===== src/rtl/sdiv_pkg.sv =====
package sdiv_pkg;
  localparam int A_W       = 4;
  localparam int P_W       = 10;
  localparam int M_W       = P_W + A_W;
  localparam int R_W       = 11;
  localparam int CP_W      = 2;
  localparam int NUM_BANKS = 2;

  typedef struct packed {
    logic [M_W-1:0]  m;
    logic [R_W-1:0]  r;
    logic [CP_W-1:0] cp;
  } bank_t;
endpackage


===== src/rtl/sdiv_bank_regs.sv =====
module sdiv_bank_regs
  import sdiv_pkg::*;
#(
  parameter int unsigned M_MIN  = 256,
  parameter int unsigned R_MIN  = 2,
  parameter int unsigned RST_M  = 256,
  parameter int unsigned RST_R  = 2,
  parameter int unsigned RST_CP = 0
) (
  input  logic  clk_i,
  input  logic  rst_ni,
  input  logic  wr_en_i,
  input  logic  wr_bank_i,
  input  bank_t wr_data_i,
  input  logic  sel_reg_i,
  input  logic  sel_ovr_en_i,
  input  logic  sel_ovr_val_i,
  output bank_t active_o,
  output logic  err_o
);
  bank_t          bank_vec [NUM_BANKS];
  logic [P_W-1:0] p_fld;
  logic [A_W-1:0] a_fld;
  logic           wr_valid;
  logic           sel_eff;
  logic           err_q;

  assign p_fld = wr_data_i.m[M_W-1:A_W];
  assign a_fld = wr_data_i.m[A_W-1:0];

  always_comb begin
    wr_valid = (32'(wr_data_i.m) >= M_MIN)
            && (P_W'(a_fld) <= p_fld)
            && (32'(wr_data_i.r) >= R_MIN);
  end

  for (genvar b = 0; b < NUM_BANKS; b++) begin : g_bank
    bank_t q;
    always_ff @(posedge clk_i or negedge rst_ni) begin
      if (!rst_ni) begin
        q.m  <= M_W'(RST_M);
        q.r  <= R_W'(RST_R);
        q.cp <= CP_W'(RST_CP);
      end else if (wr_en_i && wr_valid && (int'(wr_bank_i) == b)) begin
        q <= wr_data_i;
      end
    end
    assign bank_vec[b] = q;
  end

  // A driven override pin wins over the register bit
  assign sel_eff  = sel_ovr_en_i ? sel_ovr_val_i : sel_reg_i;
  assign active_o = bank_vec[sel_eff];

  always_ff @(posedge clk_i or negedge rst_ni) begin
    if (!rst_ni)      err_q <= 1'b0;
    else if (wr_en_i) err_q <= !wr_valid;
  end
  assign err_o = err_q;


  err_src_chk: assert property (@(posedge clk_i) disable iff (!rst_ni)
    $rose(err_o) |-> $past(wr_en_i));
endmodule


===== src/rtl/sdiv_fb_div.sv =====
module sdiv_fb_div
  import sdiv_pkg::*;
#(
  parameter int unsigned RST_M  = 256,
  parameter int unsigned RST_CP = 0
) (
  input  logic            clk_i,
  input  logic            rst_ni,
  input  logic            pre_tick_i,
  input  logic [M_W-1:0]  ratio_i,
  input  logic [CP_W-1:0] cp_i,
  output logic            fb_pulse_o,
  output logic            mod17_o,
  output logic [CP_W-1:0] cp_o
);
  localparam int unsigned RST_P = RST_M / (2 ** A_W);
  localparam int unsigned RST_A = RST_M % (2 ** A_W);

  logic [P_W-1:0]  p_cnt;
  logic [A_W-1:0]  a_cnt;
  logic [CP_W-1:0] cp_q;
  logic            pulse_q;
  logic            tc;

  assign tc = pre_tick_i && (p_cnt == '0);

  always_ff @(posedge clk_i or negedge rst_ni) begin
    if (!rst_ni) begin
      p_cnt   <= P_W'(RST_P - 1);
      a_cnt   <= A_W'(RST_A);
      cp_q    <= CP_W'(RST_CP);
      pulse_q <= 1'b0;
    end else begin
      pulse_q <= tc;
      if (tc) begin
        // reload only here: bank changes never split a period
        p_cnt <= ratio_i[M_W-1:A_W] - P_W'(1);
        a_cnt <= ratio_i[A_W-1:0];
        cp_q  <= cp_i;
      end else if (pre_tick_i) begin
        p_cnt <= p_cnt - P_W'(1);
        if (a_cnt != '0) a_cnt <= a_cnt - A_W'(1);
      end
    end
  end

  assign fb_pulse_o = pulse_q;
  assign mod17_o    = (a_cnt != '0);
  assign cp_o       = cp_q;


  swallow_drained_chk: assert property (@(posedge clk_i) disable iff (!rst_ni)
    tc |-> (a_cnt == '0));

  mod_rise_chk: assert property (@(posedge clk_i) disable iff (!rst_ni)
    $rose(mod17_o) |-> fb_pulse_o);

  cp_hold_chk: assert property (@(posedge clk_i) disable iff (!rst_ni)
    !fb_pulse_o |-> $stable(cp_o));

  fb_single_chk: assert property (@(posedge clk_i) disable iff (!rst_ni)
    fb_pulse_o |=> !fb_pulse_o);
endmodule


===== src/rtl/sdiv_ref_div.sv =====
module sdiv_ref_div
  import sdiv_pkg::*;
#(
  parameter int unsigned RST_R = 2
) (
  input  logic           clk_i,
  input  logic           rst_ni,
  input  logic           ref_tick_i,
  input  logic [R_W-1:0] ratio_i,
  output logic           ref_pulse_o
);
  logic [R_W-1:0] r_cnt;
  logic           pulse_q;
  logic           tc;

  assign tc = ref_tick_i && (r_cnt == '0);

  always_ff @(posedge clk_i or negedge rst_ni) begin
    if (!rst_ni) begin
      r_cnt   <= R_W'(RST_R - 1);
      pulse_q <= 1'b0;
    end else begin
      pulse_q <= tc;
      if (tc)              r_cnt <= ratio_i - R_W'(1);
      else if (ref_tick_i) r_cnt <= r_cnt - R_W'(1);
    end
  end

  assign ref_pulse_o = pulse_q;


  ref_single_chk: assert property (@(posedge clk_i) disable iff (!rst_ni)
    ref_pulse_o |=> !ref_pulse_o);

  ref_needs_tick_chk: assert property (@(posedge clk_i) disable iff (!rst_ni)
    ref_pulse_o |-> $past(ref_tick_i));
endmodule


===== src/rtl/swallow_div_pair.sv =====
module swallow_div_pair
  import sdiv_pkg::*;
#(
  parameter int unsigned M_MIN  = 256,
  parameter int unsigned R_MIN  = 2,
  parameter int unsigned RST_M  = 256,
  parameter int unsigned RST_R  = 2,
  parameter int unsigned RST_CP = 0
) (
  input  logic            clk_i,
  input  logic            rst_ni,
  input  logic            pre_tick_i,
  input  logic            ref_tick_i,
  input  logic            wr_en_i,
  input  logic            wr_bank_i,
  input  logic [M_W-1:0]  wr_m_i,
  input  logic [R_W-1:0]  wr_r_i,
  input  logic [CP_W-1:0] wr_cp_i,
  input  logic            sel_reg_i,
  input  logic            sel_ovr_en_i,
  input  logic            sel_ovr_val_i,
  output logic            fb_pulse_o,
  output logic            mod17_o,
  output logic            ref_pulse_o,
  output logic [CP_W-1:0] cp_o,
  output logic            err_o
);
  bank_t wr_data;
  bank_t active;

  assign wr_data.m  = wr_m_i;
  assign wr_data.r  = wr_r_i;
  assign wr_data.cp = wr_cp_i;

  sdiv_bank_regs #(
    .M_MIN (M_MIN), .R_MIN (R_MIN),
    .RST_M (RST_M), .RST_R (RST_R), .RST_CP (RST_CP)
  ) u_banks (
    .clk_i         (clk_i),
    .rst_ni        (rst_ni),
    .wr_en_i       (wr_en_i),
    .wr_bank_i     (wr_bank_i),
    .wr_data_i     (wr_data),
    .sel_reg_i     (sel_reg_i),
    .sel_ovr_en_i  (sel_ovr_en_i),
    .sel_ovr_val_i (sel_ovr_val_i),
    .active_o      (active),
    .err_o         (err_o)
  );

  sdiv_fb_div #(.RST_M (RST_M), .RST_CP (RST_CP)) u_fb (
    .clk_i      (clk_i),
    .rst_ni     (rst_ni),
    .pre_tick_i (pre_tick_i),
    .ratio_i    (active.m),
    .cp_i       (active.cp),
    .fb_pulse_o (fb_pulse_o),
    .mod17_o    (mod17_o),
    .cp_o       (cp_o)
  );

  sdiv_ref_div #(.RST_R (RST_R)) u_ref (
    .clk_i       (clk_i),
    .rst_ni      (rst_ni),
    .ref_tick_i  (ref_tick_i),
    .ratio_i     (active.r),
    .ref_pulse_o (ref_pulse_o)
  );
endmodule


===== config.mk =====
export PLATFORM = sky130hd
export DESIGN_NAME = swallow_div_pair
export DESIGN_NICKNAME = d
export VERILOG_FILES = /design/src/rtl/sdiv_pkg.sv /design/src/rtl/sdiv_bank_regs.sv /design/src/rtl/sdiv_fb_div.sv /design/src/rtl/sdiv_ref_div.sv /design/src/rtl/swallow_div_pair.sv
export SDC_FILE = /design/constraint.sdc
export NUM_CORES = 1
export LEC_CHECK = 0
export ABC_CLOCK_PERIOD_IN_PS = 4200
export BUFFER_PORTS_ARGS = -buffer_cell sky130_fd_sc_hd__buf_4
export CAP_MARGIN = 20
export CELL_PAD_IN_SITES_DETAIL_PLACEMENT = 0
export CELL_PAD_IN_SITES_GLOBAL_PLACEMENT = 1
export CORE_ASPECT_RATIO = 0.75
export CORE_MARGIN = 2
export CORE_UTILIZATION = 47
export DETAILED_ROUTE_END_ITERATION = 8
export GPL_TIMING_DRIVEN = 1
export PLACE_DENSITY = 0.76
export SKIP_LAST_GASP = 1
export SLEW_MARGIN = 20
export SYNTH_ARGS = -nofsm -noshare
export SYNTH_HDL_FRONTEND = slang
export SYNTH_SLANG_ARGS = --single-unit
export TNS_END_PERCENT = 10

===== constraint.sdc =====
create_clock -name clk_i -period 4.2 [get_ports clk_i]
set_clock_uncertainty 0.15 [all_clocks]
set_input_delay 0.21 -clock clk_i [delete_from_list [all_inputs] [get_ports clk_i]]
set_output_delay 0.21 -clock clk_i [all_outputs]
set_load 0.02 [all_outputs]

Word level (Yosys, flattened, before mapping)
Index checks and enable logic that the tools add are counted.
{"block": "word_totals", "reg_bits": 84, "latchBits": 0, "mem_bits_rw": 0, "romBits": 0, "input_bits": 36, "output_inout_bits": 6, "n_memories": 0}
{"block": "op_classes", "add_sub_neg": 5, "n_mul": 0, "n_div": 0, "n_lt_le_gt_ge": 4, "eq_ne": 0, "shifts": 0, "mux": 11, "n_bitwise": 2, "reduce_logical": 15}
{"operator": "two-way mux 27 bit", "count": 3}
{"operator": "two-way mux 11 bit", "count": 2}
{"operator": "subtractor 11 x 1 -> 11 bit, second input constant", "count": 2}
{"operator": "two-way mux 10 bit", "count": 2}
{"operator": "subtractor 10 x 1 -> 10 bit, second input constant", "count": 2}
{"operator": "greater-or-equal comparator 14 x 9 -> 1 bit, second input constant", "count": 1}
{"operator": "two-way mux 4 bit", "count": 3}
{"operator": "greater-or-equal comparator 11 x 2 -> 1 bit, second input constant", "count": 1}
{"operator": "logical NOT 11 bit", "count": 1}
{"operator": "less-or-equal comparator 4 x 10 -> 1 bit", "count": 1}
{"operator": "logical NOT 10 bit", "count": 1}
{"operator": "logical AND 1 bit", "count": 7}
{"operator": "nonzero test 2 bit", "count": 3}
{"operator": "nonzero test 4 bit", "count": 1}
{"operator": "subtractor 4 x 1 -> 4 bit, second input constant", "count": 1}
{"operator": "greater-or-equal comparator 2 bit, second input constant", "count": 1}
{"operator": "inverter 1 -> 2 bit", "count": 1}
{"operator": "AND reduction 2 bit", "count": 1}
{"operator": "logical NOT 1 bit", "count": 1}
{"operator": "two-way mux 1 bit", "count": 1}
{"operator": "inverter 1 bit", "count": 1}

Logic depth before layout (Yosys ltp)
Gate-level depths: netlist (run 1).
{"block": "depth", "depth_word": 7, "ltp_mapped": 13, "ltp_nobuf": 10}

Modules after synthesis
From an unflattened synthesis (run 1), not the netlist that was laid out.
{"block": "unflattened", "hier_cells": 384, "area_unflattened_um2": 4554.4}
{"module": "sdiv_bank_regs", "n_inst": 1, "cells_each": 161, "area_each_um2": 2507.4, "seq_area_each_um2": 1381.3}
{"module": "sdiv_fb_div", "n_inst": 1, "cells_each": 123, "area_each_um2": 1148.6, "seq_area_each_um2": 430.4}
{"module": "sdiv_ref_div", "n_inst": 1, "cells_each": 100, "area_each_um2": 898.4, "seq_area_each_um2": 301.5}

Worst setup path before layout (run 1)
OpenSTA, ideal clock, no wires.
{"block": "synth_path", "path_type": "register to register", "from": "reg u_fb.p_cnt[6]", "to": "reg u_fb.p_cnt[8]", "setup_time_ps": 126, "arrival_ps": 2870, "required_ps": 3924, "setup_slack_ps": 1054, "path_stages_with_launch": 13, "n_path_buf": 3, "synth_period_minus_slack_ps": 3146, "path_cell_list": "dfrtp_1 > or4_4 > or4_4 > buf_6 > buf_6 > buf_2 > a21oi_1 > nor2_1 > ha_1 > nor2b_1 > o21ai_1 > nor4b_1 > a311o_1"}
{"block": "synth_via", "elab_chain_cells": 3, "elab_cells_between_ends": 6}
{"element": "start: declaration", "line_no": "sdiv_fb_div.sv:19", "rtl": "logic [P_W-1:0] p_cnt;"}
{"element": "start signal: assignment", "line_no": "sdiv_fb_div.sv:29", "rtl": "p_cnt <= P_W'(RST_P - 1);"}
{"element": "start signal: assignment", "line_no": "sdiv_fb_div.sv:37", "rtl": "p_cnt <= ratio_i[M_W-1:A_W] - P_W'(1);"}
{"element": "start signal: assignment", "line_no": "sdiv_fb_div.sv:41", "rtl": "p_cnt <= p_cnt - P_W'(1);"}
{"element": "subtractor 10 x 1 -> 10 bit / logical NOT 10 bit (equally long branches)", "line_no": "sdiv_fb_div.sv:41, sdiv_fb_div.sv:25"}
{"element": "two-way mux 10 bit / logical AND 1 bit (equally long branches)", "line_no": "sdiv_fb_div.sv:40, sdiv_fb_div.sv:25"}
{"element": "two-way mux 10 bit / nonzero test 2 bit (equally long branches)"}
Parallel ways exist; a longest one is shown, timed or not. The select of a mux whose other input is x is not followed.
A chain may end at the register's enable or synchronous reset.

Worst setup path in the final report (run 1)
Same ends and word-level chain as after synthesis.

==> flow_metrics.env, run 1 <==
export IMPL_crit_fanout=27
export IMPL_synth_edf_count=0
export IMPL_dpl_hpwl_mm=6.21
export IMPL_diodes=0
export IMPL_htree_levels=3
export IMPL_critPathLaunch="u_fb.p_cnt[6]$_DFFE_PN0P_"
export IMPL_crit_type="reg2reg"
export IMPL_synth_flop_cell="dfrtp_1"
export IMPL_ctsResizeCount=0
export IMPL_drc=0
export IMPL_busiest_layer="met2"
export IMPL_clk_pin_slew_worst_paths_ns=0.06
export IMPL_numCtsBuffers=9
export IMPL_power_frac_comb=0.263
export IMPL_synth_area_top_cells="dfrtp_1, mux2_2, dfstp_2"
export IMPL_final_period_utilization=0.749
export IMPL_synth_area_um2=4160
export IMPL_use_met3=0.0507
export IMPL_die_width_um=113
export IMPL_slew_headroom=0.466
export IMPL_synth_area_leader_cell="dfrtp_1"
export IMPL_drt_pass1_iter_count=4
export IMPL_via_per_inst=5.53
export IMPL_die_h_um=85.5
export IMPL_fin_area_um2=5140
export IMPL_clk_latency_ns=0.33
export IMPL_core_um2=8530
export IMPL_tns_ns=0
export IMPL_synthCells=370
export IMPL_rsz0062_at_grt="no"
export IMPL_grt_max_degree=85
export IMPL_grt_ovfl_total=0
export IMPL_hold_viol=0
export IMPL_placed_cell_area_um2=4550
export IMPL_synth_top_area_frac=0.451
export IMPL_p_int_w=0.00180
export IMPL_synth_fa_ha_area_frac=0.0120
export IMPL_port_buffers=41
export IMPL_worst_slew_pin_slew_ns=0.778
export IMPL_synth_simple_area_share=0.131
export IMPL_power_net_switching_w=0.000798
export IMPL_start_util=0.488
export IMPL_fin_nets=482
export IMPL_critPathCaptureType="flop"
export IMPL_p_per_area_nw_per_um2=504
export IMPL_clockBufferDepth=2
export IMPL_status="finished clean"
export IMPL_netSwitchingFraction=0.307
export IMPL_io_pins=42
export IMPL_gp_congestion=0.816
export IMPL_drt_iter0_markers=122
export IMPL_place_ws_ns=1.06
export IMPL_setup_ws_ns=1.06
export IMPL_cp_data_arrival_time_ns=3.21
export IMPL_muxShareOfSynthArea=0.206
export IMPL_r2r_start="u_fb.p_cnt[6]$_DFFE_PN0P_"
export IMPL_use_met1=0.297
export IMPL_p_seq_frac=0.454
export IMPL_vias=3066
export IMPL_synth_cell_type_count=47
export IMPL_track_usage=0.203
export IMPL_cap_violations=0
export IMPL_clockRootBuffer="clkbuf_16"
export IMPL_antenna_found_initial=0
export IMPL_ant_nets=0
export IMPL_grt_pass1_wl_mm=15.4
export IMPL_fin_crit_ns=3.14
export IMPL_rows=29
export IMPL_setup_viol_count_final=0
export IMPL_wl_per_cell_um=16.3
export IMPL_dieArea_um2=9630
export IMPL_worstHoldPathType="in2reg"
export IMPL_synth_seq_area_share=0.508
export IMPL_p_leak_nw=2.22
export IMPL_fmax_mhz=318
export IMPL_yosysWarningCount=0
export IMPL_grt_pass1_vias=3065
export IMPL_fin_util=0.603
export IMPL_ys_ff_latch=84
export IMPL_synth_top_family_by_area="multiplexers"
export IMPL_holdWs_ns=0.296
export IMPL_synth_compound_area_frac=0.0927
export IMPL_synth_xor_area_frac=0.0232
export IMPL_required_ns=4.26
export IMPL_area_growth_syn_to_layout_pct=23.7
export IMPL_drive_above_1_share=0.294
export IMPL_wl_mm=9.02
export IMPL_hp_start="sel_reg_i"
export IMPL_cts_tree="yes"
export IMPL_drv_slew=0
export IMPL_syn_nets=410
export IMPL_clock_sinks=84
export IMPL_p_clk_frac=0.283
export IMPL_met2_usage=0.299
export IMPL_async_flop_share=1.00
export IMPL_ir_worst_vdd_mv=0.321
export IMPL_startpoint_type="flop"
export IMPL_avgSynthCellArea_um2=11.2
[cell type report]
class | count | area [um2]
Fill cell | 699 | 3380
Sequential cell | 84 | 2110
Multi-Input combinational cell | 262 | 1940
Timing Repair Buffer | 75 | 644
Clock buffer | 12 | 256
Tap cell | 108 | 135
Inverter | 10 | 37.5
Clock inverter | 3 | 21.3
[layout by cell type, fill, tap and decap left out, drive strengths merged, types with 3 or more instances in the layout]
cell type    count
xor2             6
o21bai           8
inv             11
nor2            26
dfstp            9
nor3            17
dlygate4sd3     31
o21ai           14
or4              5
nand3            6
clkbuf          12
a21oi           15
ha               4
buf             44
a221o            3
nor4b            3
mux2i           17
nor4            10
a31oi            3
xnor2            5
dfrtp           75
mux2            61
nand2           38
[sequential cells by signal (all words and copies together), names as in the netlist]
name               count
u_fb.a_cnt             4
u_banks.bank_vec      54
u_ref.r_cnt           11
u_fb.cp_o              2
u_fb.fb_pulse_o        1
u_ref.ref_pulse_o      1
u_fb.p_cnt            10
u_banks.err_o          1
[per-stage QoR]
stage	power, W	instances
after global placement	0.00183	508
after CTS	0.00262	554
after floorplan	0.00164	370
after detailed placement	0.00185	508
after global routing	0.00277	554
final	0.00260	554
[synth_stat cells (2+ instances only)]
master    count
mux2_2       54
a211oi_1      2
nor2b_1       2
o21ai_0      10
inv_1         9
a31oi_1       2
nor4b_1       3
mux2i_1      17
nand2_1      38
o21a_1        2
dfstp_2       9
nand4_1       2
o21ai_1       4
ha_1          4
xnor2_1       5
nor4_1        9
a21oi_1      15
nand3_1       6
mux2_1        7
buf_2         5
nor3_1       17
dfrtp_1      75
a221o_1       3
or4_1         3
buf_6         2
clkbuf_1      6
o21bai_1      7
xor2_1        6
or4_4         2
nor2_1       26
and3_1        2
[worst max-delay path, stage by stage (launching register included)]
cell     delay (ns)
dfrtp_1        0.42
or4_4          0.56
or4_4          0.72
a21oi_1        0.20
nor2_1         0.06
ha_1           0.23
nor2b_1        0.14
o21ai_1        0.12
nor4b_1        0.11
a311o_1        0.32
[path summary, 6_finish.rpt]
path | end | slack, ns | depth (start not counted)
worst max-delay path | u_fb.p_cnt[8]$_DFFE_PN0P_ | 1.06 | 9
worst min-delay path | u_fb.a_cnt[0]$_DFFE_PN0P_ | 0.30 | 4
worst max register to register | u_fb.p_cnt[8]$_DFFE_PN0P_ | 1.06 | 9
worst min register to register | u_ref.r_cnt[0]$_DFFE_PN1P_ | 0.35 | 2
max in group asynchronous | u_banks.bank_vec[20]$_DFFE_PN0P_ | 3.04 | 2
min in group asynchronous | u_fb.fb_pulse_o$_DFF_PN0_ | 0.34 | 2
[per-layer routing]
layer | share of wire | routed length (um) | vias up
met2 | 0.43 | 3850 | 66
met4 | 0.014 | 123 | 0
li1 | - | - | 1480
met5 | 0 | 0 | -
met3 | 0.053 | 478 | 12
met1 | 0.51 | 4570 | 1508
[kinds of logic after synthesis]
logic type / after synthesis
and+or+nand+nor: 113
adders and majority gates: 4
DFF: 84
muxes: 78
xor gates and xnor gates: 11
AOI/OAI and AO/OA: 56
buffers and inverters: 24
[power by group through the flow]
stage / Clock [W] / Sequential [W] / Combinational, W
floorplan: 0 / 0.00114 / 0.000500
global placement: 0 / 0.00119 / 0.000648
detailed placement: 0 / 0.00119 / 0.000660
CTS: 0.000753 / 0.00118 / 0.000686
global route: 0.000794 / 0.00121 / 0.000765
finish: 0.000735 / 0.00118 / 0.000681
[timing repair]
| item | CTS | global route |
|---|---|---|
| hold buffers | 31 | 0 |
| hold endpoints to repair | 132 | 0 |
| setup buffers | 0 | 0 |
Power figures use the tool's default switching activity.
==> run 2: changes to the inputs <==
Settings changed: ABC_CLOCK_PERIOD_IN_PS 4200 to 2700, CORE_UTILIZATION 47 to 42, PLACE_DENSITY 0.76 to 0.72.
Clock period 4.2 ns to 2.7 ns, I/O delays scaled along.
==> run 2 against run 1 <==
The flow now finishes with violations (negative setup slack). Clock power is 71% higher. Hold slack worse by 0.27 ns. Worst setup slack worse by 1.1 ns. Maximum frequency is 15% higher. Global-route usage is 1.8 points lower. Sequential cell count stayed put. Core utilization is 4.3 points lower. Critical path type unchanged. Critical endpoint unchanged. Highest routed layer unchanged.
==> flow_metrics.env, run 2 (synthesis results as in run 1) <==
export IMPL_diodes=0
export IMPL_clk_latency_ns=0.33
export IMPL_gp_congestion=0.856
export IMPL_drv_slew=0
export IMPL_final_common_cell="dfrtp_1"
export IMPL_ant_nets=0
export IMPL_cts_tree="yes"
export IMPL_via_per_inst=5.21
export IMPL_dieArea_um2=10700
export IMPL_cp_data_arrival_time_ns=2.79
export IMPL_clockBufferDepth=2
export IMPL_setup_ws_ns=-0.0290
export IMPL_vias=3139
export IMPL_drt_iter0_markers=136
export IMPL_startpoint_type="flop"
export IMPL_clock_sinks=84
export IMPL_setup_viol_count_final=1
export IMPL_critPathCaptureType="flop"
export IMPL_clk_pin_slew_worst_paths_ns=0.06
export IMPL_instances_no_fill=603
export IMPL_crit_type="reg2reg"
export IMPL_die_h_um=90.2
export IMPL_wl_mm=9.57
export IMPL_clockRootBuffer="clkbuf_16"
export IMPL_ir_worst_vdd_mv=0.492
export IMPL_slew_headroom=0.578
export IMPL_crit_fanout=4
export IMPL_final_period_utilization=1.01
export IMPL_grt_pass1_wl_mm=15.6
export IMPL_worstHoldPathType="in2reg"
export IMPL_grt_pass1_vias=3027
export IMPL_fin_crit_ns=2.73
export IMPL_hold_viol=0
export IMPL_r2r_start="u_fb.p_cnt[1]$_DFFE_PN1P_"
export IMPL_track_usage=0.186
export IMPL_start_util=0.431
export IMPL_endpoint="u_fb.p_cnt[8]$_DFFE_PN0P_"
export IMPL_htree_levels=3
export IMPL_r2r_end="u_fb.p_cnt[8]$_DFFE_PN0P_"
export IMPL_numCtsBuffers=9
export IMPL_area_growth_syn_to_layout_pct=30.1
export IMPL_wl_per_cell_um=15.9
export IMPL_p_total_w=0.00430
export IMPL_grt_ovfl_total=0
export IMPL_fmax_mhz=366
export IMPL_post_cts_buffers=0
export IMPL_failed_checks="negative setup slack"
export IMPL_grt_max_degree=48
export IMPL_cap_violations=0
export IMPL_drc=0
export IMPL_die_width_um=119
export IMPL_core_um2=9660
export IMPL_rsz0062_at_grt="yes"
export IMPL_drive_above_1_share=0.344
export IMPL_p_leak_nw=2.35
export IMPL_required_ns=2.76
export IMPL_rows=31
export IMPL_antenna_found_initial=0
export IMPL_r2r_slack_ns=-0.03
export IMPL_largest_reg_flops=54
export IMPL_place_ws_ns=-0.0550
export IMPL_status="finished with violations"
export IMPL_critPathLaunch="u_fb.p_cnt[1]$_DFFE_PN1P_"
export IMPL_final_cell_mix="dfrtp_1, buf_4, mux2_2"
export IMPL_fin_nets=506
export IMPL_worst_slew_pin_slew_ns=0.633
export IMPL_dp_cells=557
export IMPL_r2r_cells=9
export IMPL_drt_pass1_iter_count=4
export IMPL_io_pins=42
export IMPL_p_per_area_nw_per_um2=794
export IMPL_dpl_hpwl_mm=6.91
export IMPL_port_buffers=41
==> run 2: cell types whose count changed in the layout (fill, tap and decap cells not counted), sizes merged <==
cell,previous run,this run
buf,44,69
clkbuf,12,10
bufinv,0,1
clkinv,1,2
clkinvlp,1,2
dlygate4sd3,31,30
==> run 2: power by group <==
group,internal (W),leakage [nW],total [W],switching [W]
clock network,0.000748,0.145,0.00126,0.000510
logic,0.000646,1.21,0.00124,0.000598
registers,0.00159,0.989,0.00179,0.000206
==> run 2: worst min path at each step <==
stage | from | endpoint | slack [ns] | depth (start not counted)
after global routing | pre_tick_i | u_fb.p_cnt[2]$_DFFE_PN1P_ | 0.04 | 3
final | pre_tick_i | u_fb.p_cnt[2]$_DFFE_PN1P_ | 0.03 | 3
after floorplan | rst_ni | u_banks.bank_vec[0]$_DFFE_PN0P_ | -0.31 | 0
after global placement | rst_ni | u_banks.bank_vec[13]$_DFFE_PN0P_ | 0.05 | 1
after CTS | pre_tick_i | u_fb.p_cnt[2]$_DFFE_PN1P_ | 0.02 | 3
after detailed placement | rst_ni | u_banks.bank_vec[13]$_DFFE_PN0P_ | 0.05 | 1
==> run 2: layout make-up <==
type | instances | area (um2)
Fill cell | 840 | 4250
Clock inverter | 6 | 71.3
Multi-Input combinational cell | 262 | 1950
Inverter | 10 | 37.5
Sequential cell | 84 | 2110
Timing Repair Buffer | 99 | 831
Tap cell | 132 | 165
Clock buffer | 10 | 239
==> run 2: per-stage QoR <==
| step | utilization | hold WS, ns | setup TNS [ns] | area (um2) |
|---|---|---|---|---|
| 5_1_grt | 0.560 | 0.0442 | -0.610 | 5410 |
| 6_report | 0.560 | 0.0279 | -0.0290 | 5410 |
| 3_5_place_dp | 0.497 | 0.0465 | -0.0621 | 4800 |
| 2_1_floorplan | - | -0.311 | -0.636 | 4180 |
| 3_3_place_gp | 0.497 | 0.0488 | -0.0357 | 4800 |
| 4_1_cts | 0.560 | 0.0195 | -0.0209 | 5410 |
==> run 2: worst max-delay path: stages (launching register included) <==
cell     delay, ns
dfstp_2       0.36
or4_1         0.51
or4_4         0.55
a21oi_1       0.13
nor2_1        0.07
ha_2          0.20
nor2b_1       0.14
o21ai_2       0.08
nor4b_2       0.09
a311o_1       0.32
==> run 2: metal layers <==
layer | up-vias | part of all wire | GRT usage | routed length (um)
met3 | 6 | 0.038 | 0.0400 | 361
met4 | 0 | 0.0066 | 0.0506 | 63
li1 | 1527 | - | - | -
met1 | 1541 | 0.52 | 0.279 | 5010
met2 | 65 | 0.43 | 0.270 | 4130
met5 | - | 0 | 0 | 0
==> run 2: what timing repair did <==
item | CTS | global route
hold endpoints to repair | 102 | 0
endpoints found under the setup margin | 2 | 11
resized for setup | 1 | 0
hold buffers | 30 | 0
gates cloned | 0 | 0
==> run 3: changes to the inputs <==
--- a/config.mk
+++ b/config.mk
@@ -6,5 +6,4 @@
 export NUM_CORES = 1
 export LEC_CHECK = 0
-export ABC_CLOCK_PERIOD_IN_PS = 2700
 export BUFFER_PORTS_ARGS = -buffer_cell sky130_fd_sc_hd__buf_4
 export CAP_MARGIN = 20
==> constraint.sdc (replaced) <==
create_clock -name clk_i -period 2.7 [get_ports clk_i]
set_clock_uncertainty 0.15 [all_clocks]
set_input_delay 0.54 -clock clk_i [delete_from_list [all_inputs] [get_ports clk_i]]
set_output_delay 0.54 -clock clk_i [all_outputs]
set_load 0.02 [all_outputs]
==> run 3 against run 2 <==
First-iteration DRC count is the same. Via count shrank 1.2%. The run still ends with negative setup slack left. Hold slack gained 0.0015 ns. Critical path type unchanged. Design area shrank 2.3%. Largest cell class unchanged. Power grew 1.5%. Core utilization shrank 1.3 points.
==> flow_metrics.env, run 3 (synthesis results as in run 1) <==
export IMPL_area_growth_syn_to_layout_pct=27.1
export IMPL_worstHoldPathType="in2async"
export IMPL_fin_nets=494
export IMPL_final_common_cell="buf_4"
export IMPL_io_pins=42
export IMPL_cp_data_arrival_time_ns=2.80
export IMPL_grt_pass1_wl_mm=16.1
export IMPL_path_buf_inv=0
export IMPL_gp_congestion=0.889
export IMPL_m1WireLength_mm=4.85
export IMPL_wl_mm=9.60
export IMPL_diodes=0
export IMPL_ir_worst_vdd_mv=0.386
export IMPL_clk_pin_slew_worst_paths_ns=0.06
export IMPL_htree_levels=3
export IMPL_critPathTopFamily="simple AND/OR/NAND/NOR gates"
export IMPL_hold_viol=0
export IMPL_drv_slew=0
export IMPL_cap_violations=0
export IMPL_holdWs_ns=0.0294
export IMPL_critPathLaunch="u_fb.p_cnt[1]$_DFFE_PN1P_"
export IMPL_cts_tree="yes"
export IMPL_fin_area_um2=5290
export IMPL_grt_max_degree=47
export IMPL_dpl_hpwl_mm=6.96
export IMPL_critPathCaptureType="flop"
export IMPL_endpoint="u_fb.p_cnt[8]$_DFFE_PN0P_"
export IMPL_post_cts_buffers=0
export IMPL_die_h_um=90.2
export IMPL_slew_headroom=0.606
export IMPL_required_ns=2.77
export IMPL_fmax_mhz=367
export IMPL_clk_latency_ns=0.33
export IMPL_vias=3100
export IMPL_clockBufferDepth=2
export IMPL_wl_met2_mm=4.32
export IMPL_critPathMaxStageDelay_ns=0.56
export IMPL_worst_slew_pin_slew_ns=0.586
export IMPL_r2r_slack_ns=-0.03
export IMPL_drt_iter0_markers=136
export IMPL_wl_met3_um=371
export IMPL_drive_above_1_share=0.392
export IMPL_numCtsBuffers=9
export IMPL_largest_reg_flops=54
export IMPL_p_leak_nw=2.34
export IMPL_antenna_found_initial=0
export IMPL_r2r_end="u_fb.p_cnt[8]$_DFFE_PN0P_"
export IMPL_top_layer_used="met4"
export IMPL_ant_nets=0
export IMPL_grt_ovfl_total=0
export IMPL_port_buffers=41
export IMPL_start_util=0.431
export IMPL_r2r_start="u_fb.p_cnt[1]$_DFFE_PN1P_"
export IMPL_drt_pass1_iter_count=4
export IMPL_dieArea_um2=10700
export IMPL_grt_pass1_vias=3133
export IMPL_crit_type="reg2reg"
export IMPL_track_usage=0.194
export IMPL_wl_per_cell_um=16.2
export IMPL_failed_checks="negative setup slack"
export IMPL_crit_fanout=4
export IMPL_drc=0
export IMPL_r2r_cells=9
export IMPL_path_depth=9
export IMPL_core_um2=9660
export IMPL_setup_viol_count_final=2
export IMPL_startpoint_type="flop"
export IMPL_rows=31
export IMPL_clockRootBuffer="clkbuf_16"
export IMPL_final_cell_mix="buf_4, dfrtp_1, mux2_2"
export IMPL_via_per_inst=5.25
export IMPL_fin_crit_ns=2.73
export IMPL_clock_sinks=84
export IMPL_crit_slowest_cell="or4_4"
export IMPL_die_width_um=119
export IMPL_p_per_area_nw_per_um2=825
export IMPL_path_cells="or4_1 -> or4_4 -> a21oi_1 -> nor2_1 -> ha_2 -> nor2b_1 -> o21ai_2 -> nor4b_2 -> a311o_1"
export IMPL_setup_ws_ns=-0.0283
export IMPL_final_period_utilization=1.01
export IMPL_placed_cell_area_um2=4950
export IMPL_status="finished with violations"
export IMPL_rsz0062_at_grt="yes"
-- run 3: changes by cell type in the layout (fill, tap and decap cells not counted), moves of 2 or more --
cell	before	now
dlygate4sd3_1	30	0
buf_12	1	3
clkinvlp_4	2	0
buf_4	68	83
clkbuf_8	1	3
-- run 3: metrics by stage --
step | utilization | TNS, ns | setup slack, ns | total power (W) | std cells
final | 0.547 | -0.0284 | -0.0283 | 0.00436 | 591
after global routing | 0.547 | -0.628 | -0.139 | 0.00466 | 591
after CTS | 0.546 | -0.0438 | -0.0438 | 0.00439 | 591
after detailed placement | 0.513 | -0.689 | -0.189 | 0.00309 | 575
after global placement | 0.513 | -0.496 | -0.134 | 0.00306 | 575
after floorplan | - | -1.26 | -0.323 | 0.00257 | 370
-- run 3: per-layer routing --
layer / global-route usage / up-vias
met3: 0.0495 / 6
met1: 0.282 / 1533
met5: 0 / -
met2: 0.289 / 64
li1: - / 1497
met4: 0.0476 / 0
-- run 3: worst min path at each step --
| stage | from | end | slack [ns] | cells past startpoint |
|---|---|---|---|---|
| global route | rst_ni | u_banks.bank_vec[40]$_DFFE_PN0P_ | 0.06 | 1 |
| floorplan | rst_ni | u_banks.bank_vec[0]$_DFFE_PN0P_ | 0.09 | 0 |
| detailed placement | u_banks.bank_vec[1]$_DFFE_PN0P_ | u_banks.bank_vec[1]$_DFFE_PN0P_ | 0.34 | 1 |
| finish | rst_ni | u_fb.fb_pulse_o$_DFF_PN0_ | 0.03 | 1 |
| global placement | u_banks.bank_vec[7]$_DFFE_PN0P_ | u_banks.bank_vec[7]$_DFFE_PN0P_ | 0.32 | 1 |
| CTS | rst_ni | u_banks.bank_vec[10]$_DFFE_PN0P_ | 0.04 | 1 |
-- run 3: worst register-to-register path: cells and delay by family, from the launching register on --
| family | cells | cell delay [ns] |
|---|---|---|
| AO/OA/AOI/OAI | 3 | 0.54 |
| adder cells (fa/ha/maj) | 1 | 0.19 |
| flip-flops | 1 | 0.36 |
| AND/OR/NAND/NOR | 5 | 1.38 |
-- run 3: what timing repair did --
action | 4_1_cts | 5_1_grt
resized for setup | 3 | 3
cloned | 0 | 0
setup endpoints to repair | 4 | 8
hold buffers | 0 | 0
-- run 3: power by group --
group | total (W) | internal [W] | switching, W
registers | 0.00180 | 0.00159 | 0.000211
logic | 0.00129 | 0.000685 | 0.000605
clock network | 0.00127 | 0.000792 | 0.000479
-- run 3: area by class of cell --
| type | instances | area [um2] |
|---|---|---|
| clock buffers | 13 | 270 |
| clock inverters | 3 | 43.8 |
| fillers | 858 | 4370 |
| inverters | 10 | 37.5 |
| multi-input cells | 262 | 1960 |
| flip-flops and latches | 84 | 2110 |
| well taps | 132 | 165 |
| repair buffers | 87 | 694 |
